<file path="src/rtl/cpa_pkg.sv">
package cpa_pkg;
  // Phase of a cycle count that sits half way into a 4-cycle slot
  localparam logic [1:0] PHASE_HALF = 2'b10;

  typedef enum logic [1:0] {
    CK_ROUND     = 2'd0,
    CK_PAIR_TRIM = 2'd1,
    CK_PAIR_KEEP = 2'd2
  } charge_kind_e;
endpackage

</file>
<file path="src/rtl/cpa_perm_table.sv">
module cpa_perm_table #(
  parameter int FAM_W = 5
) (
  input  logic             clk,
  input  logic             rst,
  input  logic             we,
  input  logic [FAM_W-1:0] wr_row,
  input  logic [FAM_W-1:0] wr_col,
  input  logic             wr_bit,
  input  logic [FAM_W-1:0] rd_row,
  input  logic [FAM_W-1:0] rd_col,
  output logic             rd_bit
);
  localparam int NFAM = 1 << FAM_W;

  logic [NFAM-1:0] rows [NFAM];

  for (genvar r = 0; r < NFAM; r++) begin : g_row
    logic row_we;
    assign row_we = we && (wr_row == FAM_W'(r));
    always_ff @(posedge clk) begin
      if (rst) begin
        rows[r] <= '0;
      end else if (row_we) begin
        rows[r][wr_col] <= wr_bit;
      end
    end
  end

  assign rd_bit = rows[rd_row][rd_col];


  tbl_store_chk: assert property (@(posedge clk) disable iff (rst)
    we |=> rows[$past(wr_row)][$past(wr_col)] == $past(wr_bit));
endmodule

</file>
<file path="src/rtl/cpa_charge_calc.sv">
module cpa_charge_calc import cpa_pkg::*; #(
  parameter int CYC_W = 8,
  parameter int PEN_W = 3,
  localparam int EFF_W = ((CYC_W > PEN_W) ? CYC_W : PEN_W) + 1,
  localparam int CHG_W = EFF_W + 1
) (
  input  logic [CYC_W-1:0] raw,
  input  logic [PEN_W-1:0] pen,
  input  logic [EFF_W-1:0] prev_eff,
  input  logic             perm_ok,
  output logic             pair,
  output charge_kind_e     kind,
  output logic [EFF_W-1:0] eff,
  output logic [CHG_W-1:0] charged
);
  logic             prev_half;
  logic             raw_half;
  logic             pen_nz;
  logic [CHG_W-1:0] rounded;

  assign eff       = EFF_W'(raw) + EFF_W'(pen);
  assign rounded   = (CHG_W'(eff) + CHG_W'(3)) & ~CHG_W'(3);
  assign prev_half = (prev_eff[1:0] == PHASE_HALF);
  assign raw_half  = (raw[1:0] == PHASE_HALF);
  assign pen_nz    = |pen;
  assign pair      = perm_ok && prev_half && (raw_half || pen_nz);

  always_comb begin
    if (!pair)         kind = CK_ROUND;
    else if (raw_half) kind = CK_PAIR_TRIM;
    else               kind = CK_PAIR_KEEP;
  end

  always_comb begin
    case (kind)
      CK_PAIR_TRIM: charged = CHG_W'(raw) - CHG_W'(2);
      CK_PAIR_KEEP: charged = CHG_W'(raw);
      default:      charged = rounded;
    endcase
  end
endmodule

</file>
<file path="src/rtl/cpa_counters.sv">
module cpa_counters #(
  parameter int CHG_W   = 10,
  parameter int SHIFT_W = 2,
  parameter int MAIN_W  = 32,
  parameter int GLOB_W  = 48
) (
  input  logic               clk,
  input  logic               rst,
  input  logic               add_en,
  input  logic [CHG_W-1:0]   charge,
  input  logic [SHIFT_W-1:0] shift,
  output logic [MAIN_W-1:0]  main_cnt,
  output logic [GLOB_W-1:0]  glob_cnt
);
  logic [CHG_W-1:0] scaled;
  assign scaled = charge >> shift;

  always_ff @(posedge clk) begin
    if (rst) begin
      main_cnt <= '0;
      glob_cnt <= '0;
    end else if (add_en) begin
      main_cnt <= main_cnt + MAIN_W'(scaled);
      glob_cnt <= glob_cnt + GLOB_W'(scaled);
    end
  end


  cnt_idle_chk: assert property (@(posedge clk) disable iff (rst)
    !add_en |=> $stable(main_cnt) && $stable(glob_cnt));
endmodule

</file>
<file path="src/rtl/cyc_pair_acc.sv">
module cyc_pair_acc import cpa_pkg::*; #(
  parameter int FAM_W   = 5,
  parameter int CYC_W   = 8,
  parameter int PEN_W   = 3,
  parameter int SHIFT_W = 2,
  parameter int MAIN_W  = 32,
  parameter int GLOB_W  = 48,
  localparam int EFF_W  = ((CYC_W > PEN_W) ? CYC_W : PEN_W) + 1,
  localparam int CHG_W  = EFF_W + 1
) (
  input  logic               clk,
  input  logic               rst,
  input  logic [SHIFT_W-1:0] cfg_shift,
  input  logic               tbl_we,
  input  logic [FAM_W-1:0]   tbl_prev_fam,
  input  logic [FAM_W-1:0]   tbl_cur_fam,
  input  logic               tbl_bit,
  input  logic               in_valid,
  output logic               in_ready,
  input  logic [CYC_W-1:0]   in_raw_cyc,
  input  logic [FAM_W-1:0]   in_family,
  input  logic [PEN_W-1:0]   in_penalty,
  output logic               out_valid,
  input  logic               out_ready,
  output logic [CHG_W-1:0]   out_charged,
  output logic               out_paired,
  output logic [MAIN_W-1:0]  main_cycles,
  output logic [GLOB_W-1:0]  global_cycles
);
  logic [FAM_W-1:0] prev_fam_q;
  logic [EFF_W-1:0] prev_eff_q;
  logic             perm_ok;
  logic             pair;
  charge_kind_e     kind;
  logic [EFF_W-1:0] eff;
  logic [CHG_W-1:0] charged;
  logic             accept;

  assign in_ready = !tbl_we && (!out_valid || out_ready);
  assign accept   = in_valid && in_ready;

  cpa_perm_table #(.FAM_W(FAM_W)) u_table (
    .clk    (clk),
    .rst    (rst),
    .we     (tbl_we),
    .wr_row (tbl_prev_fam),
    .wr_col (tbl_cur_fam),
    .wr_bit (tbl_bit),
    .rd_row (prev_fam_q),
    .rd_col (in_family),
    .rd_bit (perm_ok)
  );

  cpa_charge_calc #(.CYC_W(CYC_W), .PEN_W(PEN_W)) u_calc (
    .raw      (in_raw_cyc),
    .pen      (in_penalty),
    .prev_eff (prev_eff_q),
    .perm_ok  (perm_ok),
    .pair     (pair),
    .kind     (kind),
    .eff      (eff),
    .charged  (charged)
  );

  always_ff @(posedge clk) begin
    if (rst) begin
      prev_fam_q  <= '0;
      prev_eff_q  <= '0;
      out_valid   <= 1'b0;
      out_charged <= '0;
      out_paired  <= 1'b0;
    end else begin
      if (accept) begin
        prev_fam_q  <= in_family;
        prev_eff_q  <= eff;
        out_charged <= charged;
        out_paired  <= (kind != CK_ROUND);
        out_valid   <= 1'b1;
      end else if (out_ready) begin
        out_valid   <= 1'b0;
      end
    end
  end

  cpa_counters #(
    .CHG_W   (CHG_W),
    .SHIFT_W (SHIFT_W),
    .MAIN_W  (MAIN_W),
    .GLOB_W  (GLOB_W)
  ) u_cnt (
    .clk      (clk),
    .rst      (rst),
    .add_en   (accept),
    .charge   (charged),
    .shift    (cfg_shift),
    .main_cnt (main_cycles),
    .glob_cnt (global_cycles)
  );


  unpaired_round_chk: assert property (@(posedge clk) disable iff (rst)
    out_valid && !out_paired |-> out_charged[1:0] == 2'b00);


  accept_result_chk: assert property (@(posedge clk) disable iff (rst)
    in_valid && in_ready |=> out_valid);


  out_hold_chk: assert property (@(posedge clk) disable iff (rst)
    out_valid && !out_ready |=> out_valid && $stable(out_charged) && $stable(out_paired));


  stream_gap_chk: assert property (@(posedge clk) disable iff (rst)
    !(in_valid && in_ready) |=> $stable(prev_fam_q) && $stable(prev_eff_q));
endmodule

</file>
<file path="config.mk">
export PLATFORM = sky130hd
export DESIGN_NAME = cyc_pair_acc
export DESIGN_NICKNAME = d
export VERILOG_FILES = /design/src/rtl/cpa_pkg.sv /design/src/rtl/cpa_perm_table.sv /design/src/rtl/cpa_charge_calc.sv /design/src/rtl/cpa_counters.sv /design/src/rtl/cyc_pair_acc.sv
export SDC_FILE = /design/constraint.sdc
export NUM_CORES = 2
export LEC_CHECK = 0
export BUFFER_PORTS_ARGS = -buffer_cell sky130_fd_sc_hd__buf_4
export CAP_MARGIN = 30
export CORE_MARGIN = 5
export CORE_UTILIZATION = 60
export DETAILED_ROUTE_END_ITERATION = 8
export GPL_TIMING_DRIVEN = 0
export PLACE_DENSITY = 0.77
export SLEW_MARGIN = 15
export SYNTH_ARGS = -nofsm -noshare
export SYNTH_HDL_FRONTEND = slang
export SYNTH_SLANG_ARGS = --single-unit
</file>
<file path="constraint.sdc">
create_clock -name clk -period 16.6 [get_ports clk]
set_input_delay 3.32 -clock clk [delete_from_list [all_inputs] [get_ports clk]]
set_output_delay 3.32 -clock clk [all_outputs]
set_load 0.03 [all_outputs]
</file>
==> flow_summary_export.csv <==
group,metric,value,unit
global_routing,grt_pass1_wl,355,mm
setup_path,path_class,"input port to flop",
final_layout,syn_to_final_growth,11.3,%
sta,drv_slew,0,
outcome,outcome,"complete, no violations",
power_and_ir_drop,p_leak,0.0243,uW
global_routing,antenna_found_initial,13,
yosys,synth_top_family_by_area,"compound AO/OA/AOI/OAI gates",
yosys,ys_warn_count,0,
yosys,synth_edf_count,1024,
yosys,synth-simple-area-share,11.4,%
final_layout,final_common_cell,"nor2_1",
detailed_routing,dr.pass1.iters,9,
sta,fmax,90.6,MHz
yosys,yosysTopAreaCell,"edfxtp_1",
floorplan,die_height,324,um
yosys,synth-xor-area-share,1.03,%
yosys,synth_compound_area_share,16.3,%
floorplan,die_w,324,um
global_routing,grt_max_degree,18,
floorplan,die_area,105000,um2
cts,cts.sinks,1128,
place,port_buffers,120,
final_layout,layout-drive-gt1-share,11.6,%
floorplan,core_area,98100,um2
yosys,synthAdderAreaFrac,0.609,%
power_and_ir_drop,power.density,102,nW/um2
setup_path,crit_path_start_kind,"input port",
cts,cts_max_level,3,
cts,cts_resized,0,
worst_hold_path,holdCritStartpoint,"out_charged[8]",
setup_path,arrival,11.67,ns
global_routing,grt.total_usage,49.2,%
cts,cts_tree,"built",
worst_hold_path,min_path_type,"flop to flop",
floorplan,io_pins,127,
setup_path,cp_slowest_cell,"o311ai_1",
detailed_routing,vias,50000,
cts,cts_setup_buffers,0,
cts,cts-root-buf,"clkbuf_16",
sta,grt_setup_unrepaired,"false",
yosys,yosys_most_used_dff,"edfxtp_1",
floorplan,rows,115,
global_routing,grt-ovfl-total,0,
run,cap_viol_max_count,0,
detailed_routing,drtIter0Drc,9364,
yosys,synth_top_area_share,52.0,%
power_and_ir_drop,design_power_total,6730,uW
cts,ctsLongestPathBuffers,3,
detailed_routing,route.met2.wl,105,mm
detailed_routing,wl_met3,47.5,mm
worst_hold_path,min_delay_path_depth,2,
global_routing,grt_pass1_vias,46300,
sta,worst_pin_slew,1.19,ns
detailed_routing,viasPerCell,7.26,
yosys,yosysUniqueCellTypes,80,
cts,cts.reportedPaths.clkPinSlew,0.06,ns
sta,period_minus_slack,11.03,ns
power_and_ir_drop,vdd_ir_drop_max,0.0900,mV
setup_path,worstPathRequired,17.24,ns
detailed_routing,top_signal_layer_used,"met5",
setup_path,r2r_slack,6.43,ns
floorplan,initial_utilization,60.3,%
place,dp_hpwl,191,mm
cts,hold_buffers,0,
yosys,ys_seq_area_share,55.5,%
detailed_routing,drc_errors,0,
setup_path,endpoint_kind,"flop",
setup_path,cp_max_fo,10,
sta,tns,0,ns
yosys,async_flop_share,0,%
detailed_routing,ant_nets,0,
setup_path,reg2reg_to,"u_cnt.main_cnt[28]",
sta,clock_skew,0.0368,ns
sta,fin_crit_sh,66.5,%
detailed_routing,wirelength,262,mm
detailed_routing,met1_length,86.5,mm
setup_path,cpMostUsedCell,"o21ai_0",
yosys,synth-seq-cells,1128,
place,place.gp.congestion,1.09,
setup_path,rr_worst_depth,33,
sta,setup_viol,0,
sta,hold_viol_final,0,
cts,cts_buffers,118,
detailed_routing,wire_per_inst,38.0,um
final_layout,most-common-layout-cells,"nor2_1 (1191), edfxtp_1 (1024), a21o_1 (842), clkbuf_1 (501), mux4_2 (210)",
yosys,post_synth_mux_area_share,10.4,%
yosys,netlist_area,59200,um2
worst_hold_path,min_to,"out_charged[8]",
setup_path,startpoint,"in_family[0]",
yosys,syn_avg_cell_area,11.4,um2
final_layout,layout.nets,5531,
yosys,synthCells,5202,
sta,maxSlewHeadroom,20.6,%
yosys,synthTopCellsByArea,"edfxtp_1 (52%), a21o_1 (11%), mux4_2 (8.0%)",
cts,clk_latency,0.77,ns
setup_path,max_stage_delay,0.81,ns
==> synthesized netlist by cell type, drive strengths merged, types with 5 or more instances <==
library cell  count
xnor2            48
a21oi            77
nand4            15
a22oi            66
a31oi             8
and2              8
mux4            211
ha               24
a311oi            5
clkbuf          475
dfxtp           104
o311ai            5
o21ai            32
o22ai            17
mux2i           129
edfxtp         1024
mux2              7
nor4             10
nor2           1197
or3              19
nor2b            32
nand2           197
nand3            75
a211oi           18
or2               5
nand2b           22
a21o            842
inv              40
and3             12
o21bai          198
buf             157
nor3b             9
nand3b            8
nor3             27
xor2             21
==> power breakdown <==
part           internal, uW  total [uW]  switching, uW
sequential             3220        3280           54.3
clock                  1480        2700           1230
combinational           255         752            497
total                  4950        6730           1780
==> layer usage <==
| layer | vias up | global-route usage [%] |
|---|---|---|
| li1 | 19300 | - |
| met1 | 24200 | 61.6 |
| met2 | 5224 | 66.9 |
| met3 | 1197 | 25.3 |
| met4 | 10 | 32.2 |
| met5 | - | 1.18 |
==> metrics by stage <==
stage / hold WS [ns] / area [um2] / util (%) / instances / setup WS (ns)
floorplan: 0.436 / 59200 / - / 5203 / 7.99
global placement: 0.444 / 61700 / 62.9 / 6610 / 3.92
detailed placement: 0.451 / 62000 / 63.2 / 6632 / 5.19
CTS: 0.459 / 65800 / 67.1 / 6856 / 5.95
global route: 0.476 / 65900 / 67.1 / 6862 / 5.50
finish: 0.460 / 65900 / 67.2 / 6881 / 5.57
==> worst max-delay path, delay by kind of cell <==
family,cells,cell delay (ns)
AOI/OAI and AO/OA,13,3.88
xor gates and xnor gates,1,0.17
adders and majority gates,2,0.67
buffers and inverters,7,1.68
muxes,1,0.17
and+or+nand+nor,8,1.72
==> how the worst max path moves through the flow <==
stage                     depth (start not counted)            endpoint  slack, ns
after global routing                             32  u_cnt.main_cnt[28]       5.50
after floorplan                                  27  u_cnt.main_cnt[22]       7.99
final                                            32  u_cnt.main_cnt[28]       5.57
after global placement                           29  u_cnt.main_cnt[28]       3.92
after CTS                                        31  u_cnt.main_cnt[28]       5.95
after detailed placement                         31  u_cnt.main_cnt[28]       5.19
==> logic make-up (layout without fill, tap and decap cells) <==
group / Yosys count / after routing
AOI/OAI and AO/OA: 1309 / 1309
xor gates and xnor gates: 69 / 69
adders and majority gates: 27 / 27
buffers and inverters: 674 / 1045
DFF: 1128 / 1128
muxes: 347 / 347
other: 1 / 22
and+or+nand+nor: 1647 / 1647
==> registers in the layout, summed over array words and instances, names as in the netlist, named ones only <==
signal,count
out_charged,10
out_paired,1
out_valid,1
prev_eff_q,2
prev_fam_q,5
u_cnt.glob_cnt,48
u_cnt.main_cnt,32
u_table.rows,1024
==> cell type report <==
class,instances,area (um2)
buffer,632,2700
fill,7528,32200
clock inverter,56,462
sequential,1128,32800
antenna,20,50.0
multi-input combinational,3401,23500
tap,1287,1610
clock buffer,168,3390
inverter,42,158
timing repair buffer,147,1180
(Power assumes the default switching activity.)
